`config.mk`:
```
export PLATFORM = sky130hd
export DESIGN_NAME = ssl_slave
export DESIGN_NICKNAME = d
export VERILOG_FILES = /design/src/rtl/ssl_pkg.sv /design/src/rtl/ssl_sync.sv /design/src/rtl/ssl_addr_step.sv /design/src/rtl/ssl_rx_shift.sv /design/src/rtl/ssl_slave.sv
export SDC_FILE = /design/constraint.sdc
export NUM_CORES = 1
export LEC_CHECK = 0
export ABC_AREA = 0
export ABC_CLOCK_PERIOD_IN_PS = 2200
export BUFFER_PORTS_ARGS = -buffer_cell sky130_fd_sc_hd__buf_2
export CAP_MARGIN = 5
export CORE_ASPECT_RATIO = 2
export CORE_MARGIN = 4
export CORE_UTILIZATION = 54
export CTS_CLUSTER_DIAMETER = 150
export DETAILED_ROUTE_END_ITERATION = 10
export PLACE_DENSITY = 0.76
export SLEW_MARGIN = 15
export SYNTH_ARGS = -nofsm -noshare
export SYNTH_HDL_FRONTEND = slang
export SYNTH_SLANG_ARGS = --single-unit
```
`constraint.sdc`:
```
create_clock -name clk -period 2.2 [get_ports clk]
set_input_delay 0.44 -clock clk [delete_from_list [all_inputs] [get_ports clk]]
set_output_delay 0.44 -clock clk [all_outputs]
set_load 0.05 [all_outputs]
```
`src/rtl/ssl_pkg.sv`:
```
package ssl_pkg;

    typedef enum logic [2:0] {
        ST_IDLE,
        ST_ADDR,
        ST_GAP,
        ST_WDATA,
        ST_RDATA
    } ssl_state_e;

endpackage

```
`src/rtl/ssl_sync.sv`:
```
// Multi-stage synchronizer for a vector of asynchronous inputs.
module ssl_sync #(
    parameter int          W       = 4,
    parameter int          STAGES  = 2,
    parameter logic [W-1:0] RST_VAL = '0
) (
    input  logic         clk,
    input  logic         rst_n,
    input  logic [W-1:0] din,
    output logic [W-1:0] dout
);

    generate
        if (STAGES == 1) begin : g_single
            logic [W-1:0] q;
            always_ff @(posedge clk or negedge rst_n) begin
                if (!rst_n) q <= RST_VAL;
                else        q <= din;
            end
            assign dout = q;
        end else begin : g_chain
            logic [STAGES-1:0][W-1:0] pipe;
            always_ff @(posedge clk or negedge rst_n) begin
                if (!rst_n) pipe <= {STAGES{RST_VAL}};
                else        pipe <= {pipe[STAGES-2:0], din};
            end
            assign dout = pipe[STAGES-1];
        end
    endgenerate

endmodule

```
`src/rtl/ssl_addr_step.sv`:
```
// Address register with load and a low-field-only wrapping increment.
module ssl_addr_step #(
    parameter int AW     = 8,
    parameter int WRAP_W = 4
) (
    input  logic          clk,
    input  logic          rst_n,
    input  logic          load,
    input  logic [AW-1:0] load_val,
    input  logic          step,
    output logic [AW-1:0] addr
);

    logic [AW-1:0] addr_nxt;

    generate
        if (WRAP_W >= AW) begin : g_full
            localparam logic [AW-1:0] ONE_A = AW'(1);
            assign addr_nxt = addr + ONE_A;
        end else begin : g_split
            localparam logic [WRAP_W-1:0] ONE_W = WRAP_W'(1);
            assign addr_nxt = {addr[AW-1:WRAP_W], addr[WRAP_W-1:0] + ONE_W};
        end
    endgenerate

    always_ff @(posedge clk or negedge rst_n) begin
        if (!rst_n)     addr <= '0;
        else if (load)  addr <= load_val;
        else if (step)  addr <= addr_nxt;
    end

endmodule

```
`src/rtl/ssl_rx_shift.sv`:
```
// LSB-first receive shifter with bit counter and byte-complete pulse.
module ssl_rx_shift #(
    parameter int W = 8
) (
    input  logic         clk,
    input  logic         rst_n,
    input  logic         clr,
    input  logic         shift_en,
    input  logic         din,
    output logic         done,
    output logic [W-1:0] byte_q
);

    localparam int CW = (W > 1) ? $clog2(W) : 1;
    localparam logic [CW-1:0] LAST = CW'(W - 1);

    logic [CW-1:0] cnt;

    always_ff @(posedge clk or negedge rst_n) begin
        if (!rst_n) begin
            cnt    <= '0;
            done   <= 1'b0;
            byte_q <= '0;
        end else if (clr) begin
            cnt  <= '0;
            done <= 1'b0;
        end else begin
            done <= 1'b0;
            if (shift_en) begin
                byte_q <= {din, byte_q[W-1:1]};
                if (cnt == LAST) begin
                    cnt  <= '0;
                    done <= 1'b1;
                end else begin
                    cnt <= cnt + 1'b1;
                end
            end
        end
    end

endmodule

```
`src/rtl/ssl_slave.sv`:
```
// Serial register-access slave: address byte then auto-stepping data bytes.
module ssl_slave
    import ssl_pkg::*;
#(
    parameter int BYTE_W      = 8,
    parameter int WRAP_W      = 4,
    parameter int SYNC_STAGES = 2,
    parameter int WAIT_CYC    = 4
) (
    input  logic              clk,
    input  logic              rst_n,
    input  logic              cs_n,
    input  logic              sclk,
    input  logic              sdi,
    input  logic              rd_nwr,
    output logic              sdo,
    output logic              hold_o,
    output logic [BYTE_W-1:0] mem_addr,
    output logic [BYTE_W-1:0] mem_wdata,
    output logic              mem_we,
    input  logic [BYTE_W-1:0] mem_rdata
);

    localparam int GCW = $clog2(WAIT_CYC + 1);
    localparam logic [GCW-1:0] GAP_LAST = GCW'(WAIT_CYC - 1);

    // synchronized inputs: {rd_nwr, sdi, cs_n, sclk}
    logic [3:0] sync_in, sync_out;
    logic       sclk_s, cs_idle, sdi_s, rd_s;
    logic       sclk_d, sclk_rise, sclk_fall;

    assign sync_in = {rd_nwr, sdi, cs_n, sclk};

    ssl_sync #(
        .W      (4),
        .STAGES (SYNC_STAGES),
        .RST_VAL(4'b0010)
    ) u_sync (
        .clk  (clk),
        .rst_n(rst_n),
        .din  (sync_in),
        .dout (sync_out)
    );

    assign {rd_s, sdi_s, cs_idle, sclk_s} = sync_out;

    always_ff @(posedge clk or negedge rst_n) begin
        if (!rst_n) sclk_d <= 1'b0;
        else        sclk_d <= sclk_s;
    end

    assign sclk_rise = sclk_s & ~sclk_d;
    assign sclk_fall = ~sclk_s & sclk_d;

    ssl_state_e        state, state_n;
    logic              rx_done;
    logic [BYTE_W-1:0] rx_byte;
    logic              rx_clr, rx_en;
    logic              dir_rd;
    logic [GCW-1:0]    gap_cnt;
    logic              tx_load;
    logic [BYTE_W-1:0] tx_sr;
    logic              sdo_q, hold_q, we_q;
    logic [BYTE_W-1:0] wdata_q;
    logic              addr_load, addr_step;

    assign rx_clr = cs_idle || (state == ST_IDLE);
    assign rx_en  = sclk_rise &&
                    ((state == ST_ADDR) || (state == ST_WDATA) || (state == ST_RDATA));

    ssl_rx_shift #(.W(BYTE_W)) u_rx (
        .clk     (clk),
        .rst_n   (rst_n),
        .clr     (rx_clr),
        .shift_en(rx_en),
        .din     (sdi_s),
        .done    (rx_done),
        .byte_q  (rx_byte)
    );

    assign tx_load   = !cs_idle &&
                       (((state == ST_GAP) && dir_rd) || ((state == ST_RDATA) && rx_done));
    assign addr_load = !cs_idle && (state == ST_ADDR) && rx_done;
    assign addr_step = we_q || tx_load;

    ssl_addr_step #(.AW(BYTE_W), .WRAP_W(WRAP_W)) u_addr (
        .clk     (clk),
        .rst_n   (rst_n),
        .load    (addr_load),
        .load_val(rx_byte),
        .step    (addr_step),
        .addr    (mem_addr)
    );

    // state register
    always_ff @(posedge clk or negedge rst_n) begin
        if (!rst_n) state <= ST_IDLE;
        else        state <= state_n;
    end

    // next-state logic
    always_comb begin
        state_n = state;
        if (cs_idle) begin
            state_n = ST_IDLE;
        end else begin
            unique case (state)
                ST_IDLE:  state_n = ST_ADDR;
                ST_ADDR:  if (rx_done) state_n = ST_GAP;
                ST_GAP: begin
                    if (dir_rd)                    state_n = ST_RDATA;
                    else if (gap_cnt == GAP_LAST)  state_n = ST_WDATA;
                end
                ST_WDATA: state_n = ST_WDATA;
                ST_RDATA: state_n = ST_RDATA;
                default:  state_n = ST_IDLE;
            endcase
        end
    end

    // registered outputs and datapath
    always_ff @(posedge clk or negedge rst_n) begin
        if (!rst_n) begin
            hold_q  <= 1'b0;
            we_q    <= 1'b0;
            wdata_q <= '0;
            dir_rd  <= 1'b0;
            gap_cnt <= '0;
            sdo_q   <= 1'b1;
            tx_sr   <= '1;
        end else begin
            hold_q  <= (state_n == ST_GAP);
            we_q    <= (state == ST_WDATA) && rx_done && !cs_idle;
            gap_cnt <= (state == ST_GAP) ? gap_cnt + 1'b1 : '0;
            if ((state == ST_WDATA) && rx_done)
                wdata_q <= rx_byte;
            if (addr_load)
                dir_rd <= rd_s;
            if (cs_idle || (state == ST_IDLE)) begin
                sdo_q <= 1'b1;
            end else if (tx_load) begin
                tx_sr <= mem_rdata;
            end else if ((state == ST_RDATA) && sclk_fall) begin
                sdo_q <= tx_sr[0];
                tx_sr <= {1'b1, tx_sr[BYTE_W-1:1]};
            end
        end
    end

    assign sdo       = sdo_q;
    assign hold_o    = hold_q;
    assign mem_we    = we_q;
    assign mem_wdata = wdata_q;

endmodule

```
Yosys cells after proc, flatten, opt, wreduce, memory -nomap -nowiden
Cells that the tools add are included.

Mux-type cells: 19. Reductions and logical operators: 23. Eq/ne operators: 8. Add/sub/neg operators: 3. Bitwise gates (word level): 5.

Operator list (count): 3-bit 2-to-1 mux (8); 8-bit 2-to-1 mux (3); 3-bit one-hot mux with 5 select lines (1); 3-bit by 2-bit == test with 1-bit output, second input constant (4); 1-bit logical AND (9); 2-bit nonzero test (4); 3-bit by 1-bit adder with 3-bit output, second input constant (2); 3-bit == test, second input constant (2); 1-bit 2-to-1 mux (6); 2-bit AND reduction (3); 1-bit logical OR (5); 4-bit by 1-bit adder with 4-bit output, second input constant (1); 4-bit 2-to-1 mux (1); 3-bit by 1-bit == test with 1-bit output, second input constant (1); 3-bit zero test (1); 1-bit NOT (3); 1-bit bitwise AND (2); 2-bit != test, second input constant (1); 1-bit zero test (1).

Word-level logic and storage cells: 74. Output and inout port bits: 19. Register bits: 55. Input port bits: 14.

Longest topological paths before layout
Depth after elaboration: 7. Gate-level depth with buffers: 6. Gate-level depth less buffers: 5.

Cells and area by module
From an unflattened synthesis, not the netlist that was laid out.

Cell total of the unflattened synthesis: 178. Area, all modules: 2332.2 um^2.

Modules (own cells, without submodules): ssl_slave (times used 1, sequential area each 686.9 um^2, area an instance 1257.5 um^2, cells an instance 107); ssl_rx_shift (times used 1, sequential area each 300.3 um^2, area an instance 495.5 um^2, cells an instance 32); ssl_addr_step (times used 1, sequential area each 200.2 um^2, area an instance 346.6 um^2, cells an instance 27); ssl_sync (times used 1, sequential area each 202.7 um^2, area an instance 232.7 um^2, cells an instance 12).

Worst setup path after synthesis
No wires, ideal clock.

Kind: flip-flop to flip-flop. From: register u_sync.g_chain.pipe, in the netlist u_sync.dout[1]. To: register u_addr.addr[3]. Library setup time: 127 ps. Setup slack: 725 ps. Required time: 2073 ps. Period minus slack after synthesis: 1475 ps. Stages on the path, launching flop included: 7. Data arrival time: 1348 ps. Buffers on the path: 2. Cell sequence: dfstp_2 > buf_2 > nor2_1 > and2_1 > buf_2 > nor4_1 > nor3_1.

Longest elaborated chain between the ends: 4. Elaborated cells on any way between the ends: 7. Classes of those cells: mux (1); reduce/logical (6).

Ends and longest elaborated chain: start: declaration (RTL line ssl_sync.sv:22) `logic [STAGES-1:0][W-1:0] pipe;`; start signal: assignment (RTL line ssl_sync.sv:24) `if (!rst_n) pipe <= {STAGES{RST_VAL}};`; start signal: assignment (RTL line ssl_sync.sv:25) `else pipe <= {pipe[STAGES-2:0], din};`; 1-bit zero test * (RTL line ssl_slave.sv:81, ssl_slave.sv:83); 1-bit logical AND, on equally long branches (RTL line ssl_slave.sv:83, ssl_slave.sv:81); 1-bit logical AND or 1-bit logical OR (tied branches) (RTL line ssl_slave.sv:83, ssl_slave.sv:84); 8-bit 2-to-1 mux or 2-bit nonzero test (tied branches); end signal: assignment (RTL line ssl_addr_step.sv:28) `else if (load) addr <= load_val;`; end signal: assignment (RTL line ssl_addr_step.sv:29) `else if (step) addr <= addr_nxt;`; end: declaration (RTL line ssl_addr_step.sv:11) `output logic [AW-1:0] addr`.

Every way passes the cells marked *; elsewhere a longest branch is shown, timed or not. The select of a mux whose other input is x is not followed. A chain may end at the register's enable or synchronous reset.

Worst setup path after layout
From: register state[1]. To: register tx_sr[4].

Longest elaborated chain between the ends: 6. Elaborated cells on any way between the ends: 13. Classes of those cells: eq/ne (2); mux (1); bitwise (1); reduce/logical (9).

Ends and longest elaborated chain: start: declaration (RTL line ssl_slave.sv:55) `ssl_state_e state, state_n;`; start signal: assignment (RTL line ssl_slave.sv:98) `else state <= state_n;`; 3-bit by 2-bit == test with 1-bit output or 3-bit == test (tied branches) (RTL line ssl_slave.sv:82, ssl_slave.sv:143); 1-bit logical AND (RTL line ssl_slave.sv:82) `(((state == ST_GAP) && dir_rd) || ((state == ST_RDATA) && rx_done));`; 1-bit logical OR (RTL line ssl_slave.sv:82); 1-bit logical AND (RTL line ssl_slave.sv:81) `assign tx_load = !cs_idle &&`; 2-bit nonzero test (no line); 2-bit AND reduction (no line); end signal: assignment (RTL line ssl_slave.sv:142) `tx_sr <= mem_rdata;`; end signal: assignment (RTL line ssl_slave.sv:145) `tx_sr <= {1'b1, tx_sr[BYTE_W-1:1]};`; end: declaration (RTL line ssl_slave.sv:62) `logic [BYTE_W-1:0] tx_sr;`.

Several ways; a longest one is shown, not always the timed one.

==> flow_summary.toml <==
[outcome]
status = "finished clean"

[floorplanning]
num_io_pins = 33
fp.dieH_um = 102
start_util_pct = 55.6
die_w_um = 55.3
fp-row-count = 34
core_area_sq_um = 4340
dieArea_sq_um = 5660

[min_path]
hold_class = "input port to async pin"

[logic_synthesis]
yosys_warnings = 0
ys_seq_area_share_pct = 57.7
synth_cells = 188
synth_ff_type = "dfrtp_1"
synth-seq-cells = 55
synth_cell_types = 49
netlist_area_sq_um = 2410
synth_edf_count = 0
avgSynthCellArea_sq_um = 12.8
syn_nets = 207
async_flop_share_pct = 100

[clock_tree]
cts.sinks = 55
clk_pin_slew_ns = 0.09
cts_buffers = 5
postCtsSetupRepairBufs = 0
clkLatencyLatePin_ns = 0.31
root_buffer = "clkbuf_8"
ctsResizeCount = 0
cts_tree = "done"
cts_max_level = 2
holdBufCountCts = 0
clk_path_buf_depth = 2

[routing]
avgRoutedWirePerCell_um = 15.7
drc = 0
final_antenna_net_count = 0
dr.pass1.iters = 4
drt_iter0_drc = 25
viasPerCell = 5.52
drt-total-wl_um = 4320
vias = 1524

[place]
gp_congestion = 0.839
port_buffers = 32
hpwl_um = 3090

[sta]
tightest_slew_ns = 0.526
max_slew_margin_pct = 65.0
hold_ws_ns = 0.100
maxSlewViolCount = 0
finalClockSkew_ns = 0.0105
hold_viol_final = 0
finalSetupTns_ns = 0
max_freq_mhz = 556
min_period_over_period_pct = 81.7
setup_viol = 0
period_needed_ns = 1.80
rsz0062_at_grt = "no"

[power]
pwr-share-seq_pct = 58.7
intPower_mw = 1.47
pwr-share-comb_pct = 5.9
switching_share_pct = 22.3
leakage_nw = 1.36
max-vdd-ir-drop_mv = 0.526
switching_power_mw = 0.420
p_per_area_nw_per_um2 = 695
p_clk_share_pct = 35.3

[finish]
multi_input_area_sq_um = 938
final_nets = 240
drive_above_1_share_pct = 36.5
seqCellArea_sq_um = 1390
diodes = 0
area_growth_pct = 12.5
final_common_cell = "dfrtp_1"
nFillCells = 361
final_cell_mix = "dfrtp_1 (44), buf_2 (32), nand2_1 (19), dfstp_2 (11)"

[global_routing]
antenna_found_initial = 0
met1_usage_pct = 18.9
met3_usage_pct = 3.63
grt_pass1_wl_um = 7380
grt_start_max_net_pins = 34
grt_usage_pct = 16.5
met2_usage_pct = 29.3
grt_pass1_vias = 1556
grt_overflow = 0
top_usage_layer = "met2"

[worst_setup_path]
required_ns = 2.44
endpoint_kind = "flip-flop"
crit_fanout = 14
r2r_cells = 4
crit_arrival_ns = 2.04
critical_path_class = "flip-flop to flip-flop"
critPathLaunchType = "flip-flop"

[flow_run]
drv_cap = 0
[power groups by stage]
| stage | combinational [mW] | sequential (mW) | clock, mW |
|---|---|---|---|
| 2_1_floorplan | 0.0767 | 1.11 | 0 |
| 3_3_place_gp | 0.110 | 1.13 | 0 |
| 3_5_place_dp | 0.114 | 1.13 | 0 |
| 4_1_cts | 0.115 | 1.11 | 0.683 |
| 5_1_grt | 0.123 | 1.12 | 0.722 |
| 6_report | 0.112 | 1.11 | 0.666 |
[routing by layer]
layer	vias up	routed length (um)
li1	734	-
met1	746	1780
met2	36	2300
met3	8	170
met4	0	74
met5	-	0
[flip-flops by register name, indices dropped and copies added, names as in the netlist, 3 cells and up]
register and flops:
u_sync.dout 4, u_rx.byte_q 8, u_sync.g_chain.pipe 4, u_rx.cnt 3, tx_sr 8, mem_wdata 8
state 3, gap_cnt 3, u_addr.addr 8
[cell usage after synthesis, types with 2 or more instances]
| cell type | n | area [sq um] |
|---|---|---|
| dfrtp_1 | 44 | 1100 |
| nand2_1 | 19 | 71.3 |
| dfstp_2 | 11 | 289 |
| mux2_2 | 9 | 101 |
| nor2_1 | 9 | 33.8 |
| mux2_4 | 7 | 105 |
| o221a_2 | 7 | 78.8 |
| a21oi_1 | 6 | 30.0 |
| nand2b_1 | 6 | 37.5 |
| ha_1 | 5 | 62.6 |
| inv_1 | 5 | 18.8 |
| or2b_1 | 5 | 37.5 |
| buf_6 | 4 | 45.0 |
| o21ai_0 | 4 | 20.0 |
| buf_2 | 3 | 15.0 |
| nand3b_1 | 3 | 22.5 |
| nor3_1 | 3 | 15.0 |
| nor3b_1 | 3 | 22.5 |
| a21o_1 | 2 | 15.0 |
| a31oi_1 | 2 | 12.5 |
| and2_1 | 2 | 12.5 |
| nand3_1 | 2 | 10.0 |
[area by class of cell]
cell class	count	share of cell area [%]
tap	54	2.49
multi-input combinational	120	34.6
timing repair buffer	34	6.92
sequential	55	51.2
inverter	5	0.692
clock inverter	2	1.38
clock buffer	6	2.68
[worst max-delay path, stage by stage (launching register included)]
cell	delay [ns]
dfrtp_1	0.67
nand3b_1	0.24
a21o_1	0.38
o21ai_4	0.16
o221a_2	0.28
[path summary, 6_finish.rpt]
| check | startpoint | end | slack (ns) |
|---|---|---|---|
| setup / recovery | state[1] | tx_sr[4] | 0.40 |
| hold reg to reg | u_sync.g_chain.pipe[3] | u_sync.dout[3] | 0.35 |
| max in group asynchronous | rst_n | u_sync.dout[1] | 1.49 |
| setup reg to reg | state[1] | tx_sr[4] | 0.40 |
| min in group clk | cs_n | u_sync.g_chain.pipe[1] | 0.22 |
| hold / removal | rst_n | gap_cnt[0] | 0.1 |
[cells by family (layout without fill, tap and decap cells)]
group | count (synthesis) | in the layout | synth area share, %
compound gates | 35 | 35 | 11.9
flops | 55 | 55 | 57.7
mux | 17 | 17 | 8.98
buf+inv | 13 | 47 | 3.42
xor+xnor | 1 | 1 | 0.363
simple gates | 62 | 62 | 15.1
fa+ha+maj | 5 | 5 | 2.59
[metrics by stage]
stage	util (%)	std cells	instance area [sq um]	total power, mW	setup WS (ns)
2_1_floorplan	-	188	2410	1.18	0.725
3_3_place_gp	60.0	268	2600	1.24	0.501
3_5_place_dp	60.0	268	2600	1.24	0.438
4_1_cts	62.5	276	2710	1.91	0.399
5_1_grt	62.5	276	2710	1.96	0.261
6_report	62.5	276	2710	1.89	0.402
(Power assumes the default switching activity.)
